**src/rtl/burst_pkg.sv**
```systemverilog
package burst_pkg;
  typedef struct packed {
    logic       full;
    logic [1:0] len_log;
    logic       ilv;
    logic       wsingle;
    logic [2:0] cas;
  } burst_cfg_t;

  localparam burst_cfg_t CFG_RESET = '{full: 1'b0, len_log: 2'd0, ilv: 1'b0,
                                       wsingle: 1'b0, cas: 3'd3};
endpackage

```
**src/rtl/burst_mode_reg.sv**
```systemverilog
module burst_mode_reg
  import burst_pkg::*;
#(
  parameter int MR_W = 12,
  parameter int BA_W = 2
) (
  input  logic            clk_i,
  input  logic            rst_ni,
  input  logic            load_i,
  input  logic [MR_W-1:0] word_i,
  input  logic [BA_W-1:0] bank_i,
  output burst_cfg_t      cfg_o,
  output logic            err_o
);
  localparam int WM_BIT = 9;

  burst_cfg_t cfg_q, cfg_d;
  logic       err_q, bad;

  always_comb begin
    cfg_d         = cfg_q;
    bad           = 1'b0;
    cfg_d.ilv     = word_i[3];
    cfg_d.wsingle = word_i[WM_BIT];
    cfg_d.full    = 1'b0;
    cfg_d.len_log = 2'd0;
    unique case (word_i[2:0])
      3'b000:  cfg_d.len_log = 2'd0;
      3'b001:  cfg_d.len_log = 2'd1;
      3'b010:  cfg_d.len_log = 2'd2;
      3'b011:  cfg_d.len_log = 2'd3;
      3'b111: begin
        cfg_d.full = 1'b1;
        if (word_i[3]) bad = 1'b1;  // full page has no interleaved form
      end
      default: bad = 1'b1;
    endcase
    if (word_i[6:4] == 3'd2 || word_i[6:4] == 3'd3) cfg_d.cas = word_i[6:4];
    else bad = 1'b1;
    if (word_i[8:7] != '0) bad = 1'b1;
    if (word_i[MR_W-1:WM_BIT+1] != '0) bad = 1'b1;
    if (bank_i != '0) bad = 1'b1;
  end

  always_ff @(posedge clk_i or negedge rst_ni) begin
    if (!rst_ni) begin
      cfg_q <= CFG_RESET;
      err_q <= 1'b0;
    end else if (load_i) begin
      err_q <= bad;
      if (!bad) cfg_q <= cfg_d;
    end
  end

  assign cfg_o = cfg_q;
  assign err_o = err_q;

  assert_reserved_keeps_cfg_R6: assert property (@(posedge clk_i) disable iff (!rst_ni)
    load_i && bad |=> $stable(cfg_q) && err_o);
  assert_cas_legal_R5: assert property (@(posedge clk_i) disable iff (!rst_ni)
    cfg_q.cas == 3'd2 || cfg_q.cas == 3'd3);
  assert_full_only_seq_R2: assert property (@(posedge clk_i) disable iff (!rst_ni)
    !(cfg_q.full && cfg_q.ilv));
endmodule

```
**src/rtl/burst_beat_ctl.sv**
```systemverilog
module burst_beat_ctl
  import burst_pkg::*;
#(
  parameter int COL_W = 11
) (
  input  logic             clk_i,
  input  logic             rst_ni,
  input  burst_cfg_t       cfg_i,
  input  logic             start_i,
  input  logic             start_write_i,
  input  logic [COL_W-1:0] start_col_i,
  input  logic             advance_i,
  input  logic             stop_i,
  output logic             valid_o,
  output logic             last_o,
  output logic             ilv_o,
  output logic [COL_W-1:0] base_o,
  output logic [COL_W-1:0] cnt_o,
  output logic [COL_W-1:0] mask_o
);
  localparam logic [COL_W-1:0] ONE = {{(COL_W-1){1'b0}}, 1'b1};

  logic             valid_q, full_q, ilv_q;
  logic [COL_W-1:0] cnt_q, base_q, mask_q, mask_n;
  logic             single_n, full_n;
  logic [1:0]       len_log_n;

  always_comb begin
    single_n  = start_write_i && cfg_i.wsingle;
    full_n    = cfg_i.full && !single_n;
    len_log_n = single_n ? 2'd0 : cfg_i.len_log;
    mask_n    = full_n ? '1 : (ONE << len_log_n) - ONE;
  end

  assign last_o = valid_q && !full_q && (cnt_q == mask_q);

  always_ff @(posedge clk_i or negedge rst_ni) begin
    if (!rst_ni) begin
      valid_q <= 1'b0;
      full_q  <= 1'b0;
      ilv_q   <= 1'b0;
      cnt_q   <= '0;
      base_q  <= '0;
      mask_q  <= '0;
    end else if (start_i) begin
      valid_q <= 1'b1;
      full_q  <= full_n;
      ilv_q   <= cfg_i.ilv;
      cnt_q   <= '0;
      base_q  <= start_col_i;
      mask_q  <= mask_n;
    end else if (stop_i) begin
      valid_q <= 1'b0;
    end else if (valid_q && advance_i) begin
      if (last_o) valid_q <= 1'b0;
      else        cnt_q   <= cnt_q + ONE;
    end
  end

  assign valid_o = valid_q;
  assign ilv_o   = ilv_q;
  assign base_o  = base_q;
  assign cnt_o   = cnt_q;
  assign mask_o  = mask_q;

  assert_last_ends_R10: assert property (@(posedge clk_i) disable iff (!rst_ni)
    last_o && advance_i && !start_i && !stop_i |=> !valid_o);
  assert_hold_R9: assert property (@(posedge clk_i) disable iff (!rst_ni)
    valid_o && !advance_i && !start_i && !stop_i |=> valid_o && $stable(cnt_q));
  assert_stop_R11: assert property (@(posedge clk_i) disable iff (!rst_ni)
    stop_i && !start_i |=> !valid_o);
  assert_start_R11: assert property (@(posedge clk_i) disable iff (!rst_ni)
    start_i |=> valid_o && cnt_q == '0);
endmodule

```
**src/rtl/burst_col_map.sv**
```systemverilog
module burst_col_map #(
  parameter int COL_W = 11
) (
  input  logic             ilv_i,
  input  logic [COL_W-1:0] base_i,
  input  logic [COL_W-1:0] cnt_i,
  input  logic [COL_W-1:0] mask_i,
  output logic [COL_W-1:0] col_o
);
  logic [COL_W-1:0] seq_col, ilv_col;

  assign seq_col = (base_i & ~mask_i) | ((base_i + cnt_i) & mask_i);
  assign ilv_col = base_i ^ (cnt_i & mask_i);
  assign col_o   = ilv_i ? ilv_col : seq_col;
endmodule

```
**src/rtl/sdram_burst_addr_gen.sv**
```systemverilog
module sdram_burst_addr_gen
  import burst_pkg::*;
#(
  parameter int COL_W = 11,
  parameter int MR_W  = 12,
  parameter int BA_W  = 2
) (
  input  logic             clk_i,
  input  logic             rst_ni,
  input  logic             mr_load_i,
  input  logic [MR_W-1:0]  mr_word_i,
  input  logic [BA_W-1:0]  mr_bank_i,
  input  logic             start_i,
  input  logic             start_write_i,
  input  logic [COL_W-1:0] start_col_i,
  input  logic             advance_i,
  input  logic             stop_i,
  output logic [COL_W-1:0] col_o,
  output logic             beat_valid_o,
  output logic             last_o,
  output logic [2:0]       cas_lat_o,
  output logic             mr_err_o
);
  burst_cfg_t       cfg;
  logic             ilv;
  logic [COL_W-1:0] base, cnt, mask;

  burst_mode_reg #(.MR_W(MR_W), .BA_W(BA_W)) i_mode (
    .clk_i, .rst_ni, .load_i(mr_load_i), .word_i(mr_word_i), .bank_i(mr_bank_i),
    .cfg_o(cfg), .err_o(mr_err_o)
  );

  burst_beat_ctl #(.COL_W(COL_W)) i_beat (
    .clk_i, .rst_ni, .cfg_i(cfg), .start_i, .start_write_i, .start_col_i,
    .advance_i, .stop_i, .valid_o(beat_valid_o), .last_o, .ilv_o(ilv),
    .base_o(base), .cnt_o(cnt), .mask_o(mask)
  );

  burst_col_map #(.COL_W(COL_W)) i_map (
    .ilv_i(ilv), .base_i(base), .cnt_i(cnt), .mask_i(mask), .col_o
  );

  assign cas_lat_o = cfg.cas;

  assert_upper_fixed_R3: assert property (@(posedge clk_i) disable iff (!rst_ni)
    beat_valid_o && advance_i && !last_o && !start_i && !stop_i
    |=> ((col_o ^ $past(col_o)) & ~mask) == '0);
  assert_last_in_burst_R10: assert property (@(posedge clk_i) disable iff (!rst_ni)
    last_o |-> beat_valid_o);
endmodule

```
**config.mk**
```make
export PLATFORM = sky130hd
export DESIGN_NAME = sdram_burst_addr_gen
export DESIGN_NICKNAME = d
export VERILOG_FILES = /design/src/rtl/burst_pkg.sv /design/src/rtl/burst_mode_reg.sv /design/src/rtl/burst_beat_ctl.sv /design/src/rtl/burst_col_map.sv /design/src/rtl/sdram_burst_addr_gen.sv
export SDC_FILE = /design/constraint.sdc
export NUM_CORES = 1
export LEC_CHECK = 0
export CORE_ASPECT_RATIO = 0.5
export CORE_MARGIN = 1.5
export CORE_UTILIZATION = 35
export CTS_BUF_LIST = sky130_fd_sc_hd__clkbuf_4 sky130_fd_sc_hd__clkbuf_8
export CTS_CLUSTER_DIAMETER = 40
export DETAILED_ROUTE_END_ITERATION = 12
export DONT_BUFFER_PORTS = 1
export HOLD_SLACK_MARGIN = 0.05
export PLACE_DENSITY = 0.55
export SLEW_MARGIN = 20
export SYNTH_ARGS = -nofsm -noshare
export SYNTH_HDL_FRONTEND = slang
export SYNTH_SLANG_ARGS = --single-unit
```
**constraint.sdc**
```tcl
create_clock -name clk_i -period 4.65 [get_ports clk_i]
set_clock_uncertainty 0.2 [all_clocks]
set_input_delay 0.465 -clock clk_i [delete_from_list [all_inputs] [get_ports clk_i]]
set_output_delay 0.465 -clock clk_i [all_outputs]
set_load 0.02 [all_outputs]
```
After elaboration in Yosys (flattened, before gate mapping)
Index checks and enable logic that the tools add are counted.
{"block": "classes", "n_reduce_logical": 20, "bitwise": 7, "shift": 1, "mux": 19, "n_eq_ne": 9, "n_addsub": 3}
{"cell": "11-bit two-way mux", "count": 6}
{"cell": "11-bit AND", "count": 3}
{"cell": "3-bit by 2-bit equality test with 1-bit output (second input constant)", "count": 4}
{"cell": "11-bit by 1-bit adder with 11-bit output (second input constant)", "count": 1}
{"cell": "11-bit adder", "count": 1}
{"cell": "11-bit equality test", "count": 1}
{"cell": "11-bit NOT", "count": 1}
{"cell": "11-bit bitwise OR", "count": 1}
{"cell": "1-bit by 2-bit left shift with 11-bit output (first input constant)", "count": 1}
{"cell": "11-bit by 1-bit subtractor with 11-bit output (second input constant)", "count": 1}
{"cell": "11-bit XOR", "count": 1}
{"cell": "1-bit two-way mux", "count": 10}
{"cell": "2-bit nonzero test", "count": 4}
{"cell": "2-bit case mux with 3 select lines", "count": 1}
{"cell": "3-bit AND reduction", "count": 2}
{"cell": "3-bit nonzero test", "count": 2}
{"cell": "1-bit logical AND", "count": 5}
{"cell": "2-bit inequality test (second input constant)", "count": 2}
{"cell": "2-bit AND reduction", "count": 2}
{"cell": "4-bit OR reduction", "count": 1}
{"cell": "3-bit by 1-bit equality test with 1-bit output (second input constant)", "count": 1}
{"cell": "3-bit equality test (second input constant)", "count": 1}
{"cell": "3-bit logical NOT", "count": 1}
{"cell": "1-bit logical NOT", "count": 2}
{"cell": "4 further kinds", "count": 4}
{"block": "word_totals", "elab_cells": 71, "ff_bits": 45}

Depth between registers and ports, before layout
{"block": "logic_depth", "depth_word": 9, "ltp_mapped": 9, "ltp_nobuf": 9}

Hierarchy
From an unflattened synthesis, not the netlist that was laid out.
{"block": "hier_totals", "cells_unflattened": 276, "hier_area_um2": 2565.0}
{"module": "burst_beat_ctl", "n_inst": 1, "seq_area_each_um2": 700.7, "cells_each": 131, "area_per_inst_um2": 1393.8}
{"module": "burst_col_map", "n_inst": 1, "seq_area_each_um2": 0.0, "cells_each": 116, "area_per_inst_um2": 762.0}
{"module": "burst_mode_reg", "n_inst": 1, "seq_area_each_um2": 227.7, "cells_each": 29, "area_per_inst_um2": 409.1}

Least setup slack after synthesis
Ideal clock, no wire load.
{"block": "synth_timing", "path_type": "register -> output", "from": "register i_beat.cnt_q[0], in the netlist i_beat.cnt_o[0]", "to": "output col_o[8]", "path_stages_with_launch": 10, "path_slack_ps": 1798, "t_arrival_ps": 2187, "path_cell_list": "dfrtp_1 ha_1 inv_1 fa_1 nand2b_1 a21oi_1 o31ai_1 o21ai_0 xnor2_1 o21ai_0"}
{"block": "synth_between", "elab_chain_len": 4}
{"item": "start: declaration", "line": "burst_beat_ctl.sv:24", "text": "logic [COL_W-1:0] cnt_q, base_q, mask_q, mask_n;"}
{"item": "start signal: assignment", "line": "burst_beat_ctl.sv:56", "text": "else cnt_q <= cnt_q + ONE;"}
{"item": "11-bit adder", "line": "burst_col_map.sv:12", "text": "assign seq_col = (base_i & ~mask_i) | ((base_i + cnt_i) & mask_i);"}
{"item": "11-bit AND", "line": "burst_col_map.sv:12"}
{"item": "11-bit bitwise OR", "line": "burst_col_map.sv:12"}
{"item": "11-bit two-way mux", "line": "burst_col_map.sv:14", "text": "assign col_o = ilv_i ? ilv_col : seq_col;"}
{"item": "end: declaration", "line": "sdram_burst_addr_gen.sv:18", "text": "output logic [COL_W-1:0] col_o,"}
No other way between the ends.

Worst setup path after layout
Same ends and word-level chain as after synthesis.

==> run_results.csv <==
group,metric,value,unit
outcome,status,"finished clean",
clock_network,clockBufferDepth,2,
routing,routed_wl,5.30,mm
clock_network,tritoncts,"yes",
sta,drv_slew,0,
clock_network,cts_made_buffers,5,
sta,rsz0062_at_grt,"false",
sta,min_period,3.57,ns
final_layout,fin_nets,320,
sta,period_share,0.769,
global_routing,antenna_found_initial,0,
logic_synthesis,netlist_instances,265,
routing,final_antenna_net_count,0,
pwr,power.leakage,1.25,nW
clock_network,cts_root_buf,"clkbuf_8",
routing,firstDrtPassIters,4,
sta,fin_setup_tns,0,ns
placement,dp_hpwl,3.91,mm
clock_network,clkSlewWorstSetupHoldPaths,0.08,ns
final_layout,layout_commonest_cell,"dfrtp_1",
final_layout,n_antenna_cell,0,
run,max-cap-violations,0,
floorplanning,core,0.00678,mm²
global_routing,grt_pass1_wl,9.15,mm
routing,routedWlPerCell,14.8,µm
pwr,power,0.802,mW
logic_synthesis,async_flop_share,1.00,
sta,slew_headroom,0.538,
routing,initialDrtViolationCount,53,
setup_path,max_stage_delay,0.55,ns
final_layout,drive_above_1_share,0.113,
worst_hold_path,hold_depth,1,
setup_path,critPathSlowestCell,"o21ai_0",
clock_network,clkLatencyLatePin,0.29,ns
sta,worst_pin_slew,0.686,ns
setup_path,crit_chain,"ha_1, inv_1, fa_1, nand2b_1, a21oi_1, o31ai_1, o21ai_0, xnor2_1, o21ai_0",
global_routing,grt_pass1_vias,1916,
logic_synthesis,yosysSeqAreaShare,0.372,
final_layout,mostFrequentLayoutCells,"dfrtp_1, nand2_1, ha_1, o21ai_0, a21oi_1",
floorplanning,dieArea,0.00767,mm²
logic_synthesis,syn_nets,320,
logic_synthesis,synth_ff_type,"dfrtp_1",
floorplanning,io_pins,49,
floorplanning,rows,21,
logic_synthesis,avgSynthCellArea,9.41,µm²
setup_path,ff2ff_path_depth,7,
routing,vias,1859,
setup_path,cp_common_cell,"o21ai_0",
clock_network,cts_resized,0,
logic_synthesis,synthTopCellsByArea,"dfrtp_1, ha_1, mux2_2",
global_routing,grt_max_degree,38,
routing,via_per_inst,5.19,
placement,dp.cells,347,
logic_synthesis,ys_warn_count,0,
setup_path,path_class,"reg -> out",
final_layout,area_delta_synth_final,9.59,%
pwr,p_per_area,293,mW/mm²
setup_path,cp.required,3.98,ns
logic_synthesis,synth_seq_cells,37,
logic_synthesis,synth_top_area_frac,0.351,
final_layout,fin_cells,358,
clock_network,cts.sinks,37,
worst_hold_path,hp-class,"in -> reg",
sta,hold_viol_final,0,
sta,finalHoldWorstSlack,0.0683,ns
logic_synthesis,yosys.area.top_type,"dfrtp_1",
placement,io_buffers,0,
logic_synthesis,synth_edf_count,0,
sta,setup_violations,0,
setup_path,critPathMaxFanout,5,
setup_path,cp-end-kind,"output pin",
floorplanning,die_x,122,µm
clock_network,htreeDepth,2,
logic_synthesis,ys_types,44,
sta,max_freq,280,MHz
floorplanning,start_util,0.368,
setup_path,critPathLaunchType,"register",
logic_synthesis,netlist_area,0.00249,mm²
floorplanning,die_h,62.7,µm
routing,drc_errors,0,
pwr,ir_drop,138,µV
global_routing,grt_use_total,0.150,
placement,place_congestion,0.828,
global_routing,grt_overflow,0,
setup_path,cp.arrival,2.91,ns
-- critical path, delay by kind of cell, from the launching register on --
kind | cells | cell delay [ns]
XOR/XNOR | 1 | 0.15
flip-flops | 1 | 0.44
buffers and inverters | 1 | 0.07
adder cells (fa/ha/maj) | 2 | 0.43
AO/OA/AOI/OAI | 4 | 1.38
AND/OR/NAND/NOR | 1 | 0.14
-- synthesized netlist by cell type (2+ instances only) --
library cell and instances:
and2_1 2, o21a_1 2, clkbuf_1 6, a211oi_1 5, xnor2_1 12, nand4_1 4, nor2_1 16, nand2b_1 4
or3_1 4, mux2_2 13, nand3_1 7, a22oi_1 4, nor3_1 3, a21o_1 4, nand2_1 24, dfstp_2 2
a21oi_1 20, dfrtp_1 35, xor2_1 10, nor2b_1 4, buf_4 3, mux2i_1 4, o21ai_0 21, inv_1 15
ha_1 22
-- final timing paths --
path / to / slack [ns] / startpoint
max in group asynchronous: i_mode.cfg_o[1] / 3.58 / rst_ni
max reg2reg: i_beat.cnt_o[10] / 2.05 / i_beat.full_q
min in group asynchronous: i_mode.cfg_o[6] / 0.42 / rst_ni
min: i_beat.valid_o / 0.07 / start_i
max: col_o[8] / 1.08 / i_beat.cnt_o[0]
min reg2reg: i_mode.cfg_o[5] / 0.31 / i_mode.cfg_o[5]
-- area by class of cell --
cell class | instances | area, µm²
Clock buffer | 5 | 68.8
Clock inverter | 3 | 68.8
Fill cell | 686 | 4050
Inverter | 15 | 56.3
Multi-Input combinational cell | 202 | 1450
Sequential cell | 37 | 928
Tap cell | 92 | 115
Timing Repair Buffer | 4 | 47.5
-- flip-flops by register name, summed over array words and instances, names as in the netlist --
register and flops:
i_mode.cfg_o 8, i_beat.cnt_o 11, i_beat.base_o 11, i_mode.err_o 1
i_beat.full_q 1, i_beat.ilv_o 1, i_beat.valid_o 1, i_beat.mask_o 3
-- per-stage QoR --
step	setup WS (ns)	cell area, µm²	util
final	1.08	2730	0.403
after global routing	0.839	2730	0.403
after CTS	1.09	2730	0.403
after detailed placement	1.42	2550	0.377
after global placement	1.54	2550	0.377
after floorplan	1.80	2490	-
-- where the power goes --
group / switching [mW] / total, mW / leakage [nW] / internal, mW
registers: 0.0171 / 0.353 / 0.476 / 0.336
clock network: 0.126 / 0.342 / 0.0687 / 0.216
logic: 0.0624 / 0.106 / 0.703 / 0.0441
-- timing repair --
action,CTS,global route
setup endpoints to repair,0,0
buffers inserted,0,0
hold buffers,3,0
endpoints found under the hold margin,48,0
-- metal layers --
layer / vias up / part of all wire / GRT usage
met5: - / 0 / 0
met4: 0 / 0.018 / 0.0480
met3: 10 / 0.044 / 0.0401
met2: 46 / 0.46 / 0.247
met1: 873 / 0.48 / 0.191
li1: 930 / - / -
-- kinds of logic after synthesis --
| kind of cell | share of synthesized area |
|---|---|
| buffers and inverters | 0.0472 |
| XOR/XNOR | 0.0773 |
| flip-flops | 0.372 |
| AND/OR/NAND/NOR | 0.154 |
| multiplexers | 0.0808 |
| adder cells (fa/ha/maj) | 0.118 |
| AO/OA/AOI/OAI | 0.150 |
(Power assumes the default switching activity.)
